### src/rtl/smpbuf_pkg.sv
package smpbuf_pkg;
  localparam int unsigned ST_DRDY = 3;
  localparam int unsigned ST_TRIG = 2;
  localparam int unsigned ST_ACQ  = 1;
  localparam int unsigned ST_OVF  = 0;
  localparam int unsigned ST_W    = 4;
  localparam int unsigned EVT_W   = 3;

  typedef struct packed {
    logic trig;
    logic acq;
    logic ovf;
  } evt_t;
endpackage

### src/rtl/smpbuf_fifo.sv
module smpbuf_fifo #(
  parameter int unsigned DEPTH = 4,
  parameter int unsigned WIDTH = 16
) (
  input  logic                         clk,
  input  logic                         rst_n,
  input  logic                         push,
  input  logic                         pop,
  input  logic                         replace,
  input  logic [WIDTH-1:0]             wdata,
  output logic [WIDTH-1:0]             head,
  output logic [$clog2(DEPTH+1)-1:0]   level,
  output logic                         empty,
  output logic                         full
);
  localparam int unsigned AW = (DEPTH > 1) ? $clog2(DEPTH) : 1;
  localparam int unsigned CW = $clog2(DEPTH+1);
  localparam logic [AW-1:0] LAST  = AW'(DEPTH-1);
  localparam logic [CW-1:0] FULLC = CW'(DEPTH);

  logic [WIDTH-1:0] mem [DEPTH];
  logic [AW-1:0]    rd_ptr, wr_ptr;
  logic [CW-1:0]    cnt;

  function automatic logic [AW-1:0] ptr_inc(input logic [AW-1:0] p);
    return (p == LAST) ? '0 : p + AW'(1);
  endfunction

  function automatic logic [AW-1:0] ptr_dec(input logic [AW-1:0] p);
    return (p == '0) ? LAST : p - AW'(1);
  endfunction

  // storage: a normal push lands at the tail, a replace rewrites the newest entry
  always_ff @(posedge clk) begin
    if (push)         mem[wr_ptr]          <= wdata;
    else if (replace) mem[ptr_dec(wr_ptr)] <= wdata;
  end

  always_ff @(posedge clk or negedge rst_n) begin
    if (!rst_n) begin
      rd_ptr <= '0;
      wr_ptr <= '0;
      cnt    <= '0;
    end else begin
      if (push) wr_ptr <= ptr_inc(wr_ptr);
      if (pop)  rd_ptr <= ptr_inc(rd_ptr);
      unique case ({push, pop})
        2'b10:   cnt <= cnt + CW'(1);
        2'b01:   cnt <= cnt - CW'(1);
        default: cnt <= cnt;
      endcase
    end
  end

  assign head  = mem[rd_ptr];
  assign level = cnt;
  assign empty = (cnt == '0);
  assign full  = (cnt == FULLC);
endmodule

### src/rtl/smpbuf_drain.sv
module smpbuf_drain #(
  parameter int unsigned WIDTH = 16
) (
  input  logic             clk,
  input  logic             rst_n,
  input  logic             xfer_off,
  input  logic             out_ready,
  input  logic             cpu_rd,
  input  logic             in_valid,
  input  logic             empty,
  input  logic             full,
  input  logic [WIDTH-1:0] head,
  output logic             out_valid,
  output logic             in_ready,
  output logic             push,
  output logic             pop,
  output logic             replace,
  output logic             ovf_evt,
  output logic [WIDTH-1:0] cpu_rd_data
);
  logic pop_eng, pop_cpu;

  always_comb begin
    out_valid = !xfer_off && !empty;
    pop_eng   = out_valid && out_ready;
    pop_cpu   = xfer_off && cpu_rd && !empty;
    pop       = pop_eng || pop_cpu;
    in_ready  = !full || pop;
    push      = in_valid && in_ready;
    ovf_evt   = in_valid && !in_ready;
    replace   = ovf_evt && xfer_off;
  end

  always_ff @(posedge clk or negedge rst_n) begin
    if (!rst_n)       cpu_rd_data <= '0;
    else if (pop_cpu) cpu_rd_data <= head;
  end
endmodule

### src/rtl/smpbuf_status.sv
module smpbuf_status
  import smpbuf_pkg::*;
(
  input  logic             clk,
  input  logic             rst_n,
  input  logic             start_pulse,
  input  logic             stop_pulse,
  input  logic             xfer_off,
  input  logic             empty,
  input  logic             ovf_evt,
  input  logic [EVT_W-1:0] clr,
  output logic [ST_W-1:0]  raw_status
);
  evt_t             evt;
  logic             stop_pend;
  logic [EVT_W-1:0] set_vec;
  logic [EVT_W-1:0] sticky;

  always_comb begin
    evt.trig = start_pulse;
    evt.acq  = (stop_pulse || stop_pend) && (xfer_off || empty);
    evt.ovf  = ovf_evt;
    set_vec  = evt;
  end

  always_ff @(posedge clk or negedge rst_n) begin
    if (!rst_n)       stop_pend <= 1'b0;
    else if (evt.acq) stop_pend <= 1'b0;
    else if (stop_pulse) stop_pend <= 1'b1;
  end

  for (genvar g = 0; g < EVT_W; g++) begin : g_sticky
    always_ff @(posedge clk or negedge rst_n) begin
      if (!rst_n)          sticky[g] <= 1'b0;
      else if (set_vec[g]) sticky[g] <= 1'b1;
      else if (clr[g])     sticky[g] <= 1'b0;
    end
  end

  always_comb begin
    raw_status          = '0;
    raw_status[ST_DRDY] = !empty;
    raw_status[ST_TRIG] = sticky[2];
    raw_status[ST_ACQ]  = sticky[1];
    raw_status[ST_OVF]  = sticky[0];
  end
endmodule

### src/rtl/smpbuf_irq.sv
module smpbuf_irq
  import smpbuf_pkg::*;
#(
  parameter int unsigned DEPTH = 4,
  parameter int unsigned WIDTH = 16
) (
  input  logic                       clk,
  input  logic                       rst_n,
  input  logic                       in_valid,
  input  logic [WIDTH-1:0]           in_data,
  output logic                       in_ready,
  input  logic                       start_pulse,
  input  logic                       stop_pulse,
  input  logic                       xfer_off,
  output logic                       out_valid,
  input  logic                       out_ready,
  output logic [WIDTH-1:0]           out_data,
  input  logic                       cpu_rd,
  output logic [WIDTH-1:0]           cpu_rd_data,
  input  logic [3:0]                 clr_w1c,
  output logic [ST_W-1:0]            raw_status,
  output logic [$clog2(DEPTH+1)-1:0] level,
  output logic                       empty,
  output logic                       full
);
  logic push, pop, replace, ovf_evt;

  smpbuf_fifo #(.DEPTH(DEPTH), .WIDTH(WIDTH)) i_fifo (
    .clk(clk), .rst_n(rst_n), .push(push), .pop(pop), .replace(replace),
    .wdata(in_data), .head(out_data), .level(level), .empty(empty), .full(full)
  );

  smpbuf_drain #(.WIDTH(WIDTH)) i_drain (
    .clk(clk), .rst_n(rst_n), .xfer_off(xfer_off), .out_ready(out_ready),
    .cpu_rd(cpu_rd), .in_valid(in_valid), .empty(empty), .full(full),
    .head(out_data), .out_valid(out_valid), .in_ready(in_ready), .push(push),
    .pop(pop), .replace(replace), .ovf_evt(ovf_evt), .cpu_rd_data(cpu_rd_data)
  );

  smpbuf_status i_status (
    .clk(clk), .rst_n(rst_n), .start_pulse(start_pulse), .stop_pulse(stop_pulse),
    .xfer_off(xfer_off), .empty(empty), .ovf_evt(ovf_evt),
    .clr(clr_w1c[EVT_W-1:0]), .raw_status(raw_status)
  );
endmodule

### config.mk
export PLATFORM = sky130hd
export DESIGN_NAME = smpbuf_irq
export DESIGN_NICKNAME = d
export VERILOG_FILES = /design/src/rtl/smpbuf_pkg.sv /design/src/rtl/smpbuf_fifo.sv /design/src/rtl/smpbuf_drain.sv /design/src/rtl/smpbuf_status.sv /design/src/rtl/smpbuf_irq.sv
export SDC_FILE = /design/constraint.sdc
export NUM_CORES = 1
export LEC_CHECK = 0
export ABC_AREA = 1
export BUFFER_PORTS_ARGS = -buffer_cell sky130_fd_sc_hd__buf_4
export CAP_MARGIN = 20
export CORE_MARGIN = 1
export CORE_UTILIZATION = 49
export DETAILED_ROUTE_END_ITERATION = 7
export PLACE_DENSITY_LB_ADDON = 0.3
export SYNTH_ARGS = -nofsm -noshare
export SYNTH_HDL_FRONTEND = slang
export SYNTH_SLANG_ARGS = --single-unit
### constraint.sdc
create_clock -name clk -period 2.3 [get_ports clk]
set_clock_uncertainty 0.05 [all_clocks]
set_input_delay 0.23 -clock clk [delete_from_list [all_inputs] [get_ports clk]]
set_output_delay 0.23 -clock clk [all_outputs]
set_load 0.02 [all_outputs]
# --- Word level (Yosys, flattened, before mapping) ---
# Memory sizes are Yosys's and may differ from the RTL's.
# Index checks and enable logic that the tools add are counted.
totals:
  regBits: 27
  ramBits: 64
  input_bits: 28
  memories: 1
memory_table:
  columns: ["name", "depth", "width", "rd", "rd_clocked_by_memory_dff", "write_ports", "line_no", "source"]
  rows:
  - ["i_fifo.mem", 4, 16, 1, 0, 1, "smpbuf_fifo.sv:21", "logic [WIDTH-1:0] mem [DEPTH];"]
op_classes:
  addsub: 5
  eq_ne: 5
  n_mux: 20
  reduce_logical: 24
op_table:
  columns: ["op", "n"]
  rows:
  - ["$mux 16", 1]
  - ["$reduce_or 16->1", 1]
  - ["$mux 1", 14]
  - ["$reduce_bool 2->1", 5]
  - ["$logic_and 1x1->1", 8]
  - ["$mux 2", 4]
  - ["$eq 2x2->1 const B", 3]
  - ["$pmux 3 s2", 1]
  - ["$add 2x1->2 const B", 2]
  - ["$logic_not 1->1", 4]
  - ["$logic_or 1x1->1", 4]
  - ["$add 3x1->3 const B", 1]
  - ["$eq 3x3->1 const B", 1]
  - ["$logic_not 3->1", 1]
  - ["$sub 3x1->3 const B", 1]
  - ["$eq 2x1->1 const B", 1]
  - ["$logic_not 2->1", 1]
  - ["$sub 2x1->2 const B", 1]

# --- Depth between registers and ports, before layout ---
logic_depth:
  depth_word: 14
  ltp_mapped: 12

# --- Hierarchy ---
# A second synthesis with hierarchy kept.
unflattened:
  hier_cells: 351
  area_unflattened_um2: 3967.6
modules_own_cells:
  columns: ["mod", "n_inst", "cells_each", "area_each_um2", "seq_area_each_um2"]
  rows:
  - ["smpbuf_fifo", 1, 253, 3039.2, 2097.0]
  - ["smpbuf_drain", 1, 79, 757.0, 400.4]
  - ["smpbuf_status", 1, 19, 171.4, 100.1]

# --- Worst setup path after synthesis ---
# OpenSTA, ideal clock, no wires.
synth_timing:
  path_kind: "register to register"
  startpoint: "register i_fifo.cnt[2], in the netlist i_fifo.level[2]"
  endpoint: "memory i_fifo.mem[2][0], enable pin"
  setup_time_ps: 388
  t_arrival_ps: 2093
  path_slack_ps: -231
  path_stages_with_launch: 7
  period_less_slack_ps: 2531
  path_cell_list: "dfrtp_1 > inv_1 > nor3_4 > nand4_1 > nor2_2 > o21ai_0 > nor2_1"
synth_via:
  elab_cells_between_ends: 21
synth_rtl:
  columns: ["item", "line_no", "source"]
  rows:
  - ["from (decl)", "smpbuf_fifo.sv:23", "logic [CW-1:0] cnt;"]
  - ["from (signal assigned)", "smpbuf_fifo.sv:48", "2'b10: cnt <= cnt + CW'(1);"]
  - ["from (signal assigned)", "smpbuf_fifo.sv:49", "2'b01: cnt <= cnt - CW'(1);"]
  - ["from (signal assigned)", "smpbuf_fifo.sv:50", "default: cnt <= cnt;"]
  - ["$eq 3x3->1 *", "smpbuf_fifo.sv:58", "assign full = (cnt == FULLC);"]
  - ["via full", "smpbuf_irq.sv:24", "output logic full"]
  - ["$logic_not 1->1 *", "smpbuf_drain.sv:28", "in_ready = !full || pop;"]
  - ["$logic_or 1x1->1 *", "smpbuf_drain.sv:28", null]
  - ["$logic_not 1->1", "smpbuf_drain.sv:30", "ovf_evt = in_valid && !in_ready;"]
  - ["$logic_and 1x1->1", "smpbuf_drain.sv:30", null]
  - ["$logic_and 1x1->1", "smpbuf_drain.sv:31", "replace = ovf_evt && xfer_off;"]
  - ["$mux 1", "smpbuf_fifo.sv:36", "else if (replace) mem[ptr_dec(wr_ptr)] <= wdata;"]
  - ["$mux 1", "smpbuf_fifo.sv:35", "if (push) mem[wr_ptr] <= wdata;"]
  - ["$mux 1 (not written as such)", "smpbuf_fifo.sv:36", null]
  - ["$reduce_or 16->1 (no source line)", null, null]
  - ["$mux 2 (no source line) / $mux 1 (equally long branches)", null, null]
  - ["to (decl)", "smpbuf_fifo.sv:21", null]
# The timed path passes the listed nets; every way through them passes the cells marked *.

# --- Worst setup path in the final report ---
layout_timing:
  startpoint: "register i_fifo.cnt[1], in the netlist i_fifo.level[1]"
  endpoint: "register i_fifo.cnt[2], in the netlist i_fifo.level[2]"
layout_via:
  elab_chain_cells: 9
  elab_cells_between_ends: 16
layout_lines:
  columns: ["item", "line_no", "source"]
  rows:
  - ["$logic_not 3->1", "smpbuf_fifo.sv:57", "assign empty = (cnt == '0);"]
  - ["$logic_not 1->1", "smpbuf_drain.sv:24, smpbuf_drain.sv:26", null]
  - ["$logic_and 1x1->1", "smpbuf_drain.sv:24", "out_valid = !xfer_off && !empty;"]
  - ["$logic_and 1x1->1", "smpbuf_drain.sv:25", "pop_eng = out_valid && out_ready;"]
  - ["$logic_or 1x1->1", "smpbuf_drain.sv:27", "pop = pop_eng || pop_cpu;"]
  - ["$logic_or 1x1->1", "smpbuf_drain.sv:28", null]
  - ["$logic_and 1x1->1", "smpbuf_drain.sv:29", "push = in_valid && in_ready;"]
  - ["$eq 2x1->1 / $eq 2x2->1 (equally long branches)", "smpbuf_fifo.sv:47", "unique case ({push, pop})"]
  - ["$pmux 3 s2 / $reduce_bool 2->1 (equally long branches)", null, null]
# Parallel ways exist; a longest one is shown, timed or not.
# A chain may end at the register's enable or synchronous reset.

==> impl_metrics.env <==
export IMPL_placed_area_mm2=0.004350
export IMPL_grt_pass1_wl_um=12100
export IMPL_crit_arrival_ns=2.32
export IMPL_finalHoldViolCount=0
export IMPL_whs_ns=0.02198
export IMPL_fin_cells=489
export IMPL_portBuffers=69
export IMPL_drt_vias_per_instance=5.151
export IMPL_grt_overflow=0
export IMPL_timing_fmax_mhz=467.0
export IMPL_path_cells="nor2_4, nand2_4, nand3_2, nand3_4, nand2_4, ha_1, inv_1, fa_1, a21oi_1, o21ai_0, xor2_1"
export IMPL_insertion_delay_ns=0.35
export IMPL_synth_warnings=0
export IMPL_clockBufferDepth=2
export IMPL_slowest_delay_ns=0.46
export IMPL_clkTransAtPathRegs_ns=0.08
export IMPL_post_route_cell_area_mm2=0.004617
export IMPL_utilization=0.6613
export IMPL_wl_um=7757
export IMPL_crit_required_ns=2.48
export IMPL_ant_nets=0
export IMPL_row_count=30
export IMPL_period_share=0.9311
export IMPL_final_cell_mix="74 x buf_4, 64 x edfxtp_1, 57 x nand2_1"
export IMPL_core_mm2=0.006982
export IMPL_path_class="flip-flop to flip-flop"
export IMPL_area_growth_pct=27.29
export IMPL_cts_tree="built"
export IMPL_gp_congestion=0.7425
export IMPL_p_leak_nw=1.940
export IMPL_status="complete, no violations"
export IMPL_cts_buffers=9
export IMPL_setup_viol=0
export IMPL_grt_usage=0.2172
export IMPL_crit_family="simple AND/OR/NAND/NOR gates"
export IMPL_ir_drop_mv=0.5399
export IMPL_initial_core_util=0.5195
export IMPL_ioPinCount=71
export IMPL_dpl_cell_count=467
export IMPL_die_w_um=88.04
export IMPL_cts_root_buffer="clkbuf_8"
export IMPL_slowest_stage="dfrtp_2"
export IMPL_worst_slew_pin_slew_ns=0.5107
export IMPL_slew_violations=0
export IMPL_drive_above_1_share=0.2672
export IMPL_firstDrtPassIters=4
export IMPL_hp_class="input pin to flip-flop"
export IMPL_die_h_um=88.04
export IMPL_cp_max_fo=5
export IMPL_grt_antenna_before_repair=0
export IMPL_cts_htree_levels=3
export IMPL_r2r_setup_slack_ns=0.16
export IMPL_synthCells=304
export IMPL_drv_cap=0
export IMPL_drc=0
export IMPL_synth_cell_types=28
export IMPL_fin_crit_ns=2.141
export IMPL_cp_common_cell="nand2_4"
export IMPL_nets=421
export IMPL_syn_avg_cell_area_um2=11.93
export IMPL_powerDensity_mw_per_mm2=1386
export IMPL_rsz0062_at_grt="false"
export IMPL_ys_seq_area_frac=0.7161
export IMPL_antennaDiodeCount=0
export IMPL_ys_ff_latch=91
export IMPL_cp_end_kind="flip-flop"
export IMPL_total_power_w=0.006399
export IMPL_crit_buf_inv=1
export IMPL_synth_area_mm2=0.003627
export IMPL_drt_iter0_drc=156
export IMPL_grt_pass1_vias=2539
export IMPL_synth_fp_nets=337
export IMPL_layout_commonest_cell="buf_4"
export IMPL_vias=2519
export IMPL_startpoint_type="flip-flop"
export IMPL_wire_per_inst_um=15.86
export IMPL_slew_headroom=0.6591
export IMPL_die_area_mm2=0.007750
export IMPL_cts_num_sinks=91
export IMPL_grt_max_degree=35
export IMPL_hpwl_um=4874
==> stage by stage <==
| step | setup TNS, ns | setup WS, ns |
|---|---|---|
| floorplan | -11.87 | -0.1857 |
| global placement | 0 | 0.1346 |
| detailed placement | 0 | 0.08579 |
| CTS | 0 | 0.06915 |
| global route | 0 | 0.02105 |
| finish | 0 | 0.1585 |
==> cell families after synthesis <==
family                   Yosys count  synth area share
AND/OR/NAND/NOR                  113            0.1321
flip-flops                        91            0.7161
AO/OA/AOI/OAI                     63           0.09417
buffers and inverters             30           0.03346
adder cells (fa/ha/maj)            5           0.01932
XOR/XNOR                           2          0.004830
==> flip-flops by register name, indices dropped and copies added (netlist names) <==
signal and count:
i_fifo.level 3, i_drain.cpu_rd_data 16, i_fifo.rd_ptr 2, i_status.raw_status 3, i_fifo.wr_ptr 2, i_status.stop_pend 1, i_fifo.mem 64
==> final cells by class <==
type                            instances  area, um^2
Clock inverter                          4       48.80
Multi-Input combinational cell        183       925.9
Tap cell                               96       120.1
Timing Repair Buffer                   84       705.7
Sequential cell                        91        2600
Fill cell                             531        2365
Clock buffer                           12       145.1
Inverter                               19       71.32
==> cells in the mapped netlist, drive strengths merged <==
master | n | area (um^2)
o21ai | 42 | 210.2
dfrtp | 27 | 675.7
fa | 1 | 20.02
nand4 | 1 | 6.260
xnor2 | 1 | 8.760
nand3 | 6 | 47.55
nor2 | 45 | 173.9
ha | 4 | 50.05
o22ai | 17 | 106.4
xor2 | 1 | 8.760
buf | 3 | 20.01
clkbuf | 8 | 30.03
edfxtp | 64 | 1922
o21a | 1 | 7.510
o21bai | 1 | 7.510
nand2 | 60 | 235.2
inv | 19 | 71.31
a21oi | 2 | 10.01
nor3 | 1 | 16.27
==> layer usage <==
| layer | part of all wire | global-route usage | up-vias |
|---|---|---|---|
| met1 | 0.42 | 0.2657 | 1208 |
| met5 | 0 | 0 | - |
| met3 | 0.062 | 0.05090 | 8 |
| met4 | 0.013 | 0.1114 | 0 |
| met2 | 0.50 | 0.3622 | 86 |
| li1 | - | - | 1217 |
==> timing repair <==
item,in CTS,in global routing
endpoints found under the hold margin,33,1
buffers inserted,0,1
gates resized for setup,0,3
setup endpoints to repair,0,1
hold buffers,4,1
==> report_power, final <==
part           leakage, nW  switching, W  internal (W)  total [W]
clock network        0.101      0.000531      0.000533    0.00106
registers            0.917      0.000201       0.00224    0.00244
logic                0.922       0.00180       0.00109    0.00290
total                 1.94       0.00254       0.00386    0.00640
==> worst paths after layout <==
kind                                                           end                          startpoint  depth (start not counted)
max in group asynchronous              i_fifo.level[0]$_DFFE_PN0P_                               rst_n                          2
worst min register to register  i_drain.cpu_rd_data[4]$_DFFE_PN0P_  i_drain.cpu_rd_data[4]$_DFFE_PN0P_                          2
min in group asynchronous       i_status.raw_status[0]$_DFFE_PN0P_                               rst_n                          2
worst min-delay path                    i_fifo.mem[3][7]$_DFFE_PP_                          in_data[7]                          1
worst max register to register         i_fifo.level[2]$_DFFE_PN0P_         i_fifo.level[1]$_DFFE_PN0P_                         11
worst max-delay path                   i_fifo.level[2]$_DFFE_PN0P_         i_fifo.level[1]$_DFFE_PN0P_                         11
No activity file was read; power rests on OpenSTA's default activity.
